`src/rtl/enc_supervisor.sv`:
```
`timescale 1ns/1ps
module enc_supervisor #(
  parameter int ANG_W         = 14,
  parameter int MT_W          = 12,
  parameter int PRESET_CYCLES = 6
) (
  input  logic             clk,
  input  logic             rst_n,
  input  logic [ANG_W-1:0] ang_raw,
  input  logic [MT_W-1:0]  mt_int,
  input  logic [MT_W-1:0]  mt_ext,
  input  logic             mt_cmp_stb,
  input  logic             frame_done,
  input  logic             cfg_crc_ok,
  input  logic             ofs_crc_ok,
  input  logic             cmd_wr,
  input  logic [7:0]       cmd_wdata,
  input  logic             ser_cmd_vld,
  input  logic [3:0]       ser_cmd,
  input  logic             preset_pin,
  input  logic             preset_pin_en,
  input  logic [ANG_W-1:0] preset_ang,
  input  logic [MT_W-1:0]  preset_mt,
  input  logic             preset_crc_ok,
  input  logic             clr_status,
  output logic [ANG_W-1:0] pos_ang,
  output logic [MT_W-1:0]  pos_mt,
  output logic             err_n,
  output logic             warn_n,
  output logic [2:0]       status,
  output logic             preset_busy,
  output logic             reset_req
);
  localparam int CNT_W = $clog2(PRESET_CYCLES + 1);
  localparam logic [CNT_W-1:0] CNT_LOAD = CNT_W'(PRESET_CYCLES - 1);

  logic [CNT_W-1:0] cnt;
  logic             pin_q;
  logic [ANG_W-1:0] ofs_ang;
  logic [MT_W-1:0]  ofs_mt;
  logic [2:0]       fail;

  wire trig = !preset_busy &&
              ((cmd_wr && cmd_wdata == 8'd2) ||
               (ser_cmd_vld && ser_cmd == 4'd3) ||
               (preset_pin && !pin_q && preset_pin_en));
  wire last = preset_busy && cnt == '0;

  assign fail = {frame_done && !ofs_crc_ok,
                 frame_done && !cfg_crc_ok,
                 mt_cmp_stb && (mt_int != mt_ext)};

  always_ff @(posedge clk or negedge rst_n) begin
    if (!rst_n) begin
      preset_busy <= 1'b0;
      cnt         <= '0;
      pin_q       <= 1'b0;
      reset_req   <= 1'b0;
      ofs_ang     <= '0;
      ofs_mt      <= '0;
      status      <= '0;
    end else begin
      pin_q     <= preset_pin;
      reset_req <= last && !preset_crc_ok;
      status    <= (clr_status ? 3'b000 : status) | fail;
      if (trig) begin
        preset_busy <= 1'b1;
        cnt         <= CNT_LOAD;
      end else if (last) begin
        preset_busy <= 1'b0;
      end else if (preset_busy) begin
        cnt <= cnt - 1'b1;
      end
      if (last && preset_crc_ok) begin
        ofs_ang <= preset_ang - ang_raw;
        ofs_mt  <= preset_mt - mt_int;
      end
    end
  end

  assign pos_ang = preset_busy ? '0 : ang_raw + ofs_ang;
  assign pos_mt  = preset_busy ? '0 : mt_int + ofs_mt;
  assign err_n   = !preset_busy && status == 3'b000;
  assign warn_n  = !preset_busy;

  p_mt_set_r3: assert property (@(posedge clk) disable iff (!rst_n)
    (mt_cmp_stb && mt_int != mt_ext) |=> (status[0] && !err_n));
  p_sticky_r11: assert property (@(posedge clk) disable iff (!rst_n)
    !clr_status |=> ((status & $past(status)) == $past(status)));
  p_blank_r7: assert property (@(posedge clk) disable iff (!rst_n)
    preset_busy |-> (pos_ang == '0 && pos_mt == '0 && !warn_n && !err_n));
  p_no_retrig_r10: assert property (@(posedge clk) disable iff (!rst_n)
    (preset_busy && cnt != '0) |=> preset_busy);
  p_load_r8: assert property (@(posedge clk) disable iff (!rst_n)
    (last && preset_crc_ok) |=> (ofs_ang == $past(ANG_W'(preset_ang - ang_raw))));
  p_req_pulse_r9: assert property (@(posedge clk) disable iff (!rst_n)
    reset_req |=> !reset_req);
  p_req_end_r9: assert property (@(posedge clk) disable iff (!rst_n)
    reset_req |-> (!preset_busy && $past(preset_busy)));
endmodule

```
`config.mk`:
```
export PLATFORM = sky130hd
export DESIGN_NAME = enc_supervisor
export DESIGN_NICKNAME = d
export VERILOG_FILES = /design/src/rtl/enc_supervisor.sv
export SDC_FILE = /design/constraint.sdc
export NUM_CORES = 1
export LEC_CHECK = 0
export BUFFER_PORTS_ARGS = -buffer_cell sky130_fd_sc_hd__buf_2
export CAP_MARGIN = 30
export CORE_ASPECT_RATIO = 1.75
export CORE_MARGIN = 1
export CORE_UTILIZATION = 52
export DETAILED_ROUTE_END_ITERATION = 7
export GPL_TIMING_DRIVEN = 0
export PLACE_DENSITY = 0.92
export RECOVER_POWER = 100
export SYNTH_ARGS = -nofsm -noshare
export SYNTH_HDL_FRONTEND = slang
export SYNTH_SLANG_ARGS = --single-unit
export TNS_END_PERCENT = 50
```
`constraint.sdc`:
```
create_clock -name clk -period 2.7 [get_ports clk]
set_clock_uncertainty 0.1 [all_clocks]
set_input_delay 0.135 -clock clk [delete_from_list [all_inputs] [get_ports clk]]
set_output_delay 0.135 -clock clk [all_outputs]
set_load 0.01 [all_outputs]
```
==> flow_metrics.tcl <==
set metrics [dict create \
    status "complete, but fails checks" \
    violations "max-capacitance violations, max-slew violations" \
    cpPeakStageDelay_ns 0.39 \
    area_delta_synth_final_pct 27.0 \
    worst_slack_ns 0.0735 \
    drtIter0Drc 143 \
    die_w_um 66.4 \
    grt_max_degree 36 \
    cap_violations 1 \
    final_util_pct 68.8 \
    stdcell_count 689 \
    setup_viol 0 \
    ys_seq_area_share_pct 23.2 \
    globalplace.congestion 0.832 \
    path_cells "ha_4, inv_1, fa_1, and2b_1, o31a_1, o2111ai_2, a21boi_2, nand4_1, o211ai_1, buf_2" \
    leakage_nw 2.42 \
    ys_ff_latch 35 \
    layout-drive-gt1-share_pct 23.3 \
    grt_usage_pct 30.6 \
    syn_nets 608 \
    synthArstFlopShare_pct 100 \
    cts_inserted_buffers 5 \
    hold_viol_final 0 \
    required_ns 2.47 \
    diodes 0 \
    cts_tree "done" \
    max_slew.worst_pin.slew_ns 1.99 \
    clock.fmax_mhz 381 \
    grt_pass1_vias 4170 \
    place_ws_ns 0.139 \
    ant_nets 0 \
    crit_fanout 3 \
    powerDensity_nw_per_um2 870 \
    layout_min_cycle_time_ns 2.63 \
    cts_sinks 35 \
    final_nets 746 \
    yosysWarnings 0 \
    wl_met2_um 6370 \
    io_pins 121 \
    wl_met3_um 402 \
    dr.pass1.iters 5 \
    fp.dieArea_um2 7610 \
    num_vias 4081 \
    crit_arrival_ns 2.39 \
    relSlewSlack_pct -33.0 \
    row_count 40 \
    critPathKind "flop to primary output" \
    htree_num_levels 2 \
    synth_edf_count 0 \
    met1Wirelength_um 3940 \
    initial_core_util_pct 54.2 \
    ys.flop_type "dfrtp_1" \
    endpoint_kind "primary output" \
    crit_path_top_delay_cell "dfrtp_1" \
    clkTransAtPathRegs_ns 0.06 \
    syn-cell-area_um2 3770 \
    critPathLaunchType "flop" \
    hold_class "input pin to flop" \
    syn_inst 466 \
    clock-root-buffer "clkbuf_16" \
    detail_route.wl_per_cell_um 16.3 \
    port_buffers 120 \
    overflow 0 \
    antenna_found_initial 0 \
    drc 0 \
    drv_slew 36 \
    grt_pass1_wl_um 17800 \
    final_area_um2 4790 \
    fp.dieH_um 115 \
    routed_via_density 5.92 \
    dr.max_layer_used "met4" \
    routed_wl_um 11300 \
    synth_cell_types 55 \
    post-place-cells 670 \
    core_um2 6960 \
    clock_latency_ns 0.29 \
    avgSynthCellArea_um2 8.09 \
    rsz0062_at_grt "true" \
    post-route-period-util_pct 97.3 \
    postPlaceCellArea_um2 4480 \
    max-vdd-ir-drop_v 0.000404 \
    cts_buffer_depth 2 \
    place_hpwl_um 8830 \
]
==> layer usage <==
layer  up-vias  global-route usage, %
li1       1934                      -
met1      1921                   28.2
met2       178                   60.3
met3        48                   3.19
met4         0                   19.3
met5         -                      0
==> synthesized netlist by cell type, types with 7 or more instances <==
| cell | instances | area, um^2 |
|---|---|---|
| a21o_1 | 9 | 67.6 |
| a21oi_1 | 21 | 105 |
| nor2b_1 | 8 | 50.1 |
| ha_1 | 50 | 626 |
| nor3_1 | 12 | 60.1 |
| clkbuf_1 | 9 | 33.8 |
| o21a_1 | 11 | 82.6 |
| a211oi_1 | 11 | 82.6 |
| xnor2_1 | 32 | 280 |
| nand2_1 | 41 | 154 |
| o31ai_1 | 7 | 52.6 |
| nor2_1 | 38 | 143 |
| inv_1 | 42 | 158 |
| nand4_1 | 9 | 56.3 |
| nand2b_1 | 8 | 50.1 |
| dfrtp_1 | 35 | 876 |
| xor2_1 | 14 | 123 |
| o21ai_0 | 10 | 50.1 |
| o21ai_1 | 37 | 185 |
==> flip-flops by register name (all words and copies together) (netlist names) <==
name / cells
pin_q: 1
ofs_mt: 12
ofs_ang: 14
preset_busy: 1
cnt: 3
reset_req: 1
status: 3
==> final timing paths <==
path | startpoint | end | slack, ns | cells past startpoint
max | ofs_ang[0] | pos_ang[12] | 0.07 | 10
min | mt_cmp_stb | status[0] | 0.05 | 3
max in group asynchronous | rst_n | reset_req | 0.50 | 2
min in group asynchronous | rst_n | ofs_mt[0] | 0.85 | 2
max reg2reg | cnt[0] | ofs_ang[3] | 0.62 | 6
min reg2reg | ofs_mt[6] | ofs_mt[6] | 0.38 | 2
==> worst max-delay path: cells and delay by family (launching register included) <==
| kind | cells | cell delay [ns] |
|---|---|---|
| simple gates | 2 | 0.34 |
| flops | 1 | 0.39 |
| fa+ha+maj | 2 | 0.52 |
| buf+inv | 2 | 0.20 |
| compound gates | 4 | 0.66 |
==> per-stage QoR <==
step | hold slack, ns | total power, mW | TNS (ns)
6_report | 0.0536 | 4.17 | 0
5_1_grt | 0.0701 | 4.47 | -0.0473
4_1_cts | 0.0432 | 4.10 | 0
3_5_place_dp | 0.164 | 3.34 | 0
3_3_place_gp | 0.159 | 3.20 | 0
2_1_floorplan | -0.261 | 2.58 | 0
==> cells by family (layout without fill, tap and decap cells) <==
logic type      count (synthesis)  after routing  synth area share (%)
simple gates                  134            134                  16.8
xor+xnor                       46             46                  10.7
compound gates                142            142                  24.5
mux                             2              2                 0.564
buf+inv                        53            192                  5.48
fa+ha+maj                      54             54                  18.7
flops                          35             35                  23.2
==> report_power, final <==
group | switching [mW] | internal, mW | leakage, nW
Combinational | 1.50 | 1.10 | 1.90
Sequential | 0.141 | 0.737 | 0.435
Clock | 0.230 | 0.459 | 0.0868
==> what timing repair did <==
item / 4_1_cts / 5_1_grt
endpoints found under the setup margin: 4 / 7
hold endpoints to repair: 40 / 0
resized for setup: 5 / 6
buffers inserted: 3 / 0
hold buffers: 8 / 0
pin swaps: 2 / 5
==> cell type report <==
cell class	instances	area (um^2)
Inverter	43	161
Fill cell	575	2170
Buffer	10	45.0
Multi-Input combinational cell	378	2730
Sequential cell	35	876
Tap cell	84	105
Timing Repair Buffer	131	694
Clock buffer	6	139
Clock inverter	2	35.0
==> layout by cell type, fill, tap and decap left out, drive strengths merged, types with 11 or more instances in the layout <==
master	count
buf	116
ha	50
o21ai	47
inv	43
nand2	41
nor2	38
dfrtp	35
xnor2	32
clkbuf	23
a21oi	22
xor2	14
nor3	12
o21a	11
a211oi	11
Power figures use the tool's default switching activity.
